$ cat src/rtl/fp_cmp_cc.sv
module fp_cmp_cc #(
  parameter int W       = 64,
  parameter int CC_BASE = 10,
  parameter int TE_BIT  = 27,
  parameter int NV_BIT  = 9
) (
  input  logic         clk,
  input  logic         rst_n,
  input  logic         start,
  input  logic         dbl,
  input  logic [1:0]   fld_sel,
  input  logic [63:0]  op_a,
  input  logic [63:0]  op_b,
  input  logic [W-1:0] stat_in,
  output logic [W-1:0] stat_out,
  output logic         trap_req,
  output logic         done
);

  localparam logic [W-1:0] NV_MASK = {{(W-1){1'b0}}, 1'b1} << NV_BIT;

  function automatic int fld_pos(input logic [1:0] s);
    return (s == 2'd0) ? CC_BASE : CC_BASE + 20 + 2 * int'(s);
  endfunction

  function automatic logic is_nan(input logic [63:0] v, input logic d);
    if (d) return (&v[62:52]) && (|v[51:0]);
    return (&v[30:23]) && (|v[22:0]);
  endfunction

  logic        sa, sb, nan_any, unord, te;
  logic [62:0] ma, mb;
  logic [1:0]  rel;
  logic [W-1:0] fmask, code_w, nxt;

  assign sa = dbl ? op_a[63] : op_a[31];
  assign sb = dbl ? op_b[63] : op_b[31];
  assign ma = dbl ? op_a[62:0] : {32'b0, op_a[30:0]};
  assign mb = dbl ? op_b[62:0] : {32'b0, op_b[30:0]};
  assign nan_any = is_nan(op_a, dbl) || is_nan(op_b, dbl);

  always_comb begin
    if (nan_any)                      rel = 2'b11;
    else if (ma == 63'd0 && mb == 63'd0) rel = 2'b00;
    else if (sa != sb)                rel = sa ? 2'b01 : 2'b10;
    else if (ma == mb)                rel = 2'b00;
    else if ((ma < mb) ^ sa)          rel = 2'b01;
    else                              rel = 2'b10;
  end

  assign unord  = (rel == 2'b11);
  assign te     = stat_in[TE_BIT];
  assign fmask  = {{(W-2){1'b0}}, 2'b11} << fld_pos(fld_sel);
  assign code_w = {{(W-2){1'b0}}, rel} << fld_pos(fld_sel);
  assign nxt    = (stat_in & ~fmask) | code_w | ((unord && !te) ? NV_MASK : '0);

  always_ff @(posedge clk) begin
    if (!rst_n) begin
      stat_out <= '0;
      trap_req <= 1'b0;
      done     <= 1'b0;
    end else begin
      done     <= start;
      trap_req <= start && unord && te;
      if (start) stat_out <= nxt;
    end
  end

  a_r11_done_follows: assert property (@(posedge clk) disable iff (!rst_n)
    start |=> done);
  a_r11_done_single: assert property (@(posedge clk) disable iff (!rst_n)
    !start |=> !done);
  a_r11_hold: assert property (@(posedge clk) disable iff (!rst_n)
    !start |=> $stable(stat_out));
  a_r3_passthrough: assert property (@(posedge clk) disable iff (!rst_n)
    start |=> (((stat_out ^ $past(stat_in)) & ~($past(fmask) | NV_MASK)) == '0));
  a_r5_trap_gated: assert property (@(posedge clk) disable iff (!rst_n)
    trap_req |-> done && $past(stat_in[TE_BIT]) && $past(unord));
  a_r6_flag_sticky: assert property (@(posedge clk) disable iff (!rst_n)
    start && stat_in[NV_BIT] |=> stat_out[NV_BIT]);
  a_r6_flag_no_trap: assert property (@(posedge clk) disable iff (!rst_n)
    start && unord && !te |=> stat_out[NV_BIT] && !trap_req);

endmodule

$ cat config.mk
export PLATFORM = sky130hd
export DESIGN_NAME = fp_cmp_cc
export DESIGN_NICKNAME = d
export VERILOG_FILES = /design/src/rtl/fp_cmp_cc.sv
export SDC_FILE = /design/constraint.sdc
export NUM_CORES = 1
export LEC_CHECK = 0
export BUFFER_PORTS_ARGS = -buffer_cell sky130_fd_sc_hd__buf_2
export CORE_MARGIN = 2
export CORE_UTILIZATION = 25
export DETAILED_ROUTE_END_ITERATION = 16
export PLACE_DENSITY_LB_ADDON = 0.05
export SYNTH_ARGS = -nofsm -noshare
export SYNTH_HDL_FRONTEND = slang
export SYNTH_SLANG_ARGS = --single-unit
export TNS_END_PERCENT = 30
$ cat constraint.sdc
create_clock -name clk -period 8.6 [get_ports clk]
set_clock_uncertainty 0.05 [all_clocks]
set_input_delay 0.43 -clock clk [delete_from_list [all_inputs] [get_ports clk]]
set_output_delay 0.43 -clock clk [all_outputs]
set_load 0.02 [all_outputs]
Word-level counts from Yosys, hierarchy flattened
Cells that the tools add are included.
{"block": "op_classes", "n_eq_ne": 3, "addsub": 1, "n_reduce_logical": 21, "n_lt_le_gt_ge": 1, "mul": 0, "n_bitwise": 5, "muxes": 17, "shift": 2, "div_mod_pow": 0}
{"operator": "zero test 63 bit", "count": 2}
{"operator": "2-to-1 mux 63 bit", "count": 2}
{"operator": "OR reduction 52 bit", "count": 2}
{"operator": "bitwise AND 64 bit", "count": 1}
{"operator": "inverter 64 bit", "count": 1}
{"operator": "OR 64 x 10 -> 64 bit", "count": 1}
{"operator": "OR 64 bit", "count": 1}
{"operator": "<< shifter 2 x 32 -> 64 bit, first input constant", "count": 1}
{"operator": "<< shifter 2 x 6 -> 64 bit", "count": 1}
{"operator": "== test 63 bit", "count": 1}
{"operator": "less-than comparator 63 bit", "count": 1}
{"operator": "OR reduction 23 bit", "count": 2}
{"operator": "AND reduction 11 bit", "count": 2}
{"operator": "AND reduction 8 bit", "count": 2}
{"operator": "2-to-1 mux 2 bit", "count": 6}
{"operator": "2-to-1 mux 10 bit", "count": 1}
{"operator": "logical AND 1 bit", "count": 8}
{"operator": "2-to-1 mux 1 bit", "count": 7}
{"operator": "adder 5 x 3 -> 6 bit, first input constant", "count": 1}
{"operator": "2-to-1 mux 6 bit", "count": 1}
{"operator": "== test 2 bit, second input constant", "count": 1}
{"operator": "zero test 2 bit", "count": 1}
{"operator": "zero test 1 bit", "count": 1}
{"operator": "logical OR 1 bit", "count": 1}
{"operator": "2 further kinds", "count": 2}
{"block": "totals", "mem_count": 0, "reg_bits": 66, "output_inout_bits": 66, "input_bits": 198, "latchBits": 0, "mem_bits_ro": 0, "wordCells": 53, "ram_bits": 0}

Depth between registers and ports, before layout
{"block": "depth", "depth_word": 12, "ltp_mapped": 13, "ltp_nobuf": 10}

Worst setup path before layout
OpenSTA, ideal clock, no wires.
{"block": "synth_timing", "path_kind": "input to register", "startpoint": "input dbl", "endpoint": "register stat_out[36]", "n_path_buf": 3, "setup_time_ns": 0.130, "cell_stages": 13, "slack_ns": 5.342, "t_arrival_ns": 3.078, "required_ns": 8.420, "path_cell_list": "buf_6 -> clkbuf_1 -> clkbuf_1 -> nand2_1 -> ha_1 -> nand4_2 -> or4_4 -> or2_0 -> o221ai_2 -> a211o_2 -> o21ai_2 -> a311oi_2 -> a31oi_1"}
{"block": "synth_between", "elab_chain_len": 11, "word_cells_on_any_way": 24, "classes_between": "order compare: 1; eq/ne: 2; shift: 1; mux: 13; bitwise: 3; reduce/logical: 4"}
{"element": "start: declaration", "line": "10", "source": "input logic dbl,"}
{"element": "2-to-1 mux 63 bit (on tied branches)", "line": "38, 39"}
{"element": "less-than comparator 63 bit", "line": "47", "source": "else if ((ma < mb) ^ sa) rel = 2'b01;"}
{"element": "bitwise XOR 1 bit", "line": "47"}
{"element": "2-to-1 mux 2 bit", "line": "47"}
{"element": "2-to-1 mux 2 bit", "line": "46", "source": "else if (ma == mb) rel = 2'b00;"}
{"element": "2-to-1 mux 2 bit", "line": "45", "source": "else if (sa != sb) rel = sa ? 2'b01 : 2'b10;"}
{"element": "2-to-1 mux 2 bit", "line": "44", "source": "else if (ma == 63'd0 && mb == 63'd0) rel = 2'b00;"}
{"element": "2-to-1 mux 2 bit (*)", "line": "43", "source": "if (nan_any) rel = 2'b11;"}
{"element": "<< shifter 2 x 6 -> 64 bit (*)", "line": "54", "source": "assign code_w = {{(W-2){1'b0}}, rel} << fld_pos(fld_sel);"}
{"element": "OR 64 bit (*)", "line": "55", "source": "assign nxt = (stat_in & ~fmask) | code_w | ((unord && !te) ? NV_MASK : '0);"}
{"element": "OR 64 x 10 -> 64 bit (*)", "line": "55"}
{"element": "end signal: assignment", "line": "65", "source": "if (start) stat_out <= nxt;"}
{"element": "end: declaration", "line": "15", "source": "output logic [W-1:0] stat_out,"}
Mark *: on every way between the ends. The rest lies on a longest branch, timed or not.
A chain may end at the register's enable or synchronous reset.

Final worst setup path
Ends and elaborated chain as after synthesis.

==> summary.md <==
| Metric | Value |
|---|---|
| Number of hold buffers added after CTS | `0` |
| Cell internal pwr | `about 0.00066 W` |
| Synth Area in Simple Gates | `between 30 and 40%` |
| Max Slew Vio Count | `0` |
| Vias in the first global route | `around 5500` |
| CORE AREA | `20000 sq um` |
| Syn Nets | `855` |
| Pwr Density | `137 nW/um^2` |
| Routed wire length | `17100 um` |
| Final cycle utilization of the critical path | `between 40 and 50%` |
| Cell taking the most area after synthesis | `dfxtp_1` |
| Vias/cell | `~4.7` |
| Post-synth ARST share | `0%` |
| RSZ-0062 raised after global routing | `no` |
| Hold Vio Cnt, Final | `0` |
| DIE HEIGHT | `~150 um` |
| Crit Path Class | `input pin to register` |
| Die width | `146 um` |
| Flop pwr share | `35.4%` |
| Worst Hold Depth | `3` |
| Reg2Reg Depth | `2` |
| Port Buffer Count | `around 260` |
| Slowest library cell on the worst path | `buf_2` |
| Ys Warns | `0` |
| FMAX | `0.282 GHz` |
| Slew headroom | `31.0%` |
| Avg Synthesized Cell Area | `8.53 sq um` |
| GR Overflow Total | `0` |
| Root buf cell | `clkbuf_16` |
| FF+latch area | `between 1000 and 1500 sq um` |
| Count of cell types in the netlist | `54` |
| Initial DRC Count | `154` |
| Io pins | `264` |
| Clock power frac | `37.4%` |
| Worst path bufs/invs | `1` |
| CP max FO | `~70` |
| Critical Path AT | `3.69 ns` |
| Sink Count | `66` |
| Setup_tns | `0 ns` |
| Final-report setup violation count | `0` |
| CTS H-tree lvls | `3` |
| Synth Register Bits | `66` |
| CP Launch Type | `input pin` |
| Slowest stage delay, CP | `0.76 ns` |
| Post-synthesis mux area share | `11.5%` |
| Postcts setup bufs | `0` |
| Hold/Removal Path Class | `input pin to register` |
| Final nets | `between 1000 and 1500` |
| Fin cells | `1121` |
| Antenna violations before repair | `1` |
| Sequential fraction of the synthesis area | `26.1%` |
| Post-synth EDFFs | `0` |
| Clock insertion delay at the later pin of the skew report | `between 0.3 and 0.4 ns` |
| RR Endpoint | `stat_out[37]` |
| Net Switching | `around 0.00029 W` |
| Num CTS Buffers | `9` |
| Worst EP required | `8.74 ns` |
| Compound-gate portion of the synthesized area | `11.8%` |
| Area Growth Syn to Fin | `36.2%` |
| Outcome | `finished clean` |
| Slew @ Worst Pin | `1.04 ns` |
| Dominant cells by area after synthesis | `dfxtp_1 (26%), ha_1 (16%), mux2i_1 (11%)` |
| R2r setup slk | `7.83 ns` |
| Die area | `around 21000 sq um` |
| Gate power share | `27.2%` |
| Top cell type's share of synthesized area | `around a quarter` |
| Critical Path End Type | `register` |
| Largest family of logic cells by synthesized area | `simple AND/OR/NAND/NOR gates` |
| CP Cell Sequence | `buf_2 -> nand2_1 -> ha_1 -> nand4_2 -> nor4_1 -> nand3_1 -> a211oi_1 -> a211o_2 -> o21ai_2 -> a311oi_2 -> a31oi_1` |
| Largest net degree at the start of global routing | `73` |
| Fillers | `approximately 2200` |
| Max-cap violations | `0` |
| Min-Delay Endpoint | `stat_out[16]` |
| Post-synthesis cell area | `approximately 5000 sq um` |
| Placed Area | `about 6600 sq um` |
| CP Depth | `11` |
| Multi-input gate area | `3500 sq um` |
| Final ANT Viol Nets | `0` |
| Detailed Routing Iterations Pass 1 | `5` |
| Post-Synth Adder-Cell Area | `between 15 and 20%` |
| Worst vdd ir | `0.0863 mV` |
| Buffer depth of the longest clock path | `2` |
| Initial cell density of the core | `25.3%` |
| Final instance area | `slightly below 7000 sq um` |
| Post-Syn Instances | `slightly below 600` |
| Reg2reg start | `stat_out[37]` |
| Placed Cells | `~1100` |
| Static Leak | `~3.4 nW` |
| Drt drc | `0` |
| Synth Area in XOR/XNOR | `0%` |
| FP Rows | `52` |
| Switching Share | `30.2%` |
| Critical path's top delay family | `compound AO/OA/AOI/OAI gates` |
| RePlAce Congestion | `0.854` |
| Via Count | `5251` |
| DR WL/cell | `between 15 and 20 um` |
| DP Wirelength | `roughly 14000 um` |
| Total GRT Usage | `15.7%` |
| CTS tree | `yes` |
| Minimum clock period | `3.55 ns` |
| Design Power | `0.000945 W` |
| Hold wc startpoint | `stat_in[16]` |
| First-pass GRT wire length | `about 28000 um` |
| Share of cells above drive strength 1 | `35.4%` |
| Post-cts gate resize count | `0` |
| Ys flop type | `dfxtp_1` |
| CTS clock-pin slew for the worst setup and hold paths | `0.06 ns` |
==> state kept, by name (all words and copies together) (netlist names) <==
signal / cells
trap_req: 1
stat_out: 64
done: 1
==> metal layers <==
layer  track usage [%]  vias to the layer above  share of wire (%)
met5                 0                        -              0.093
met4              4.03                        2                1.2
met3              5.00                       20                8.2
met2              28.0                      183                 48
met1              18.2                     2373                 42
li1                  -                     2673                  -
==> cell usage in the layout (no fill, tap or decap), types with 3 or more instances in the layout <==
master     netlist  layout
a211oi_1         5       5
a21o_1           5       5
a21oi_1         32      32
a31oi_1          5       5
and2_1          33      33
buf_2            0     262
clkbuf_16        0       9
clkinv_2         0       4
dfxtp_1         66      66
ha_1            63      63
inv_1           33      33
mux2i_1         56      56
nand2_1         55      55
nand2b_1         3       3
nand3_1         10      10
nand4_1         30      30
nor2_1          18      18
nor2b_1         59      59
nor3_1           8       8
nor4_1          27      27
o211ai_1         7       7
o21ai_0         10      10
o21ai_1          4       4
or4_4            3       3
==> power groups by stage <==
stage	Sequential, W	Clock (W)	Combinational (W)
6_report	0.000335	0.000353	0.000257
3_5_place_dp	0.000341	0	0.000259
4_1_cts	0.000335	0.000366	0.000260
2_1_floorplan	0.000364	0	0.000127
3_3_place_gp	0.000340	0	0.000254
5_1_grt	0.000337	0.000380	0.000288
==> cell usage after synthesis (10+ instances only) <==
master and number:
dfxtp_1 66, ha_1 63, nor2b_1 59, mux2i_1 56, nand2_1 55, and2_1 33
inv_1 33, a21oi_1 32, nand4_1 30, nor4_1 27, clkbuf_1 18, nor2_1 18
nand3_1 10, o21ai_0 10
==> worst register-to-register path, delay by kind of cell (launching register included) <==
kind | cells | cell delay [ns]
flip-flops | 1 | 0.34
AO/OA/AOI/OAI | 2 | 0.32
==> kinds of logic (layout without fill, tap and decap cells) <==
| kind of cell | count (synthesis) | in the layout |
|---|---|---|
| buffers and inverters | 56 | 312 |
| flip-flops | 66 | 66 |
| other | 0 | 1 |
| AND/OR/NAND/NOR | 262 | 262 |
| AO/OA/AOI/OAI | 89 | 89 |
| adder cells (fa/ha/maj) | 63 | 63 |
| multiplexers | 58 | 58 |
==> final cells by class <==
class | instances | area share, %
Clock inverter | 6 | 0.853
Antenna cell | 1 | 0.0363
Clock buffer | 9 | 3.27
Multi-Input combinational cell | 472 | 50.8
Sequential cell | 66 | 19.2
Inverter | 33 | 1.80
Tap cell | 270 | 4.90
Timing Repair Buffer | 264 | 19.2
==> per-stage QoR <==
step                      hold slack, ns  util, %  setup slack (ns)
after floorplan                    0.481        -              5.34
after global placement             0.442     33.0              4.91
final                              0.310     34.4              5.05
after global routing               0.307     34.4              4.67
after CTS                          0.297     34.4              5.04
after detailed placement           0.448     33.0              4.71
==> worst max-delay path by stage <==
stage | from | endpoint | slack [ns]
after global routing | dbl | stat_out[36] | 4.67
after global placement | dbl | stat_out[36] | 4.91
after CTS | dbl | stat_out[36] | 5.04
final | dbl | stat_out[36] | 5.05
after detailed placement | dbl | stat_out[36] | 4.71
after floorplan | dbl | stat_out[36] | 5.34
Note: power is estimated with default switching activity, not from simulation.
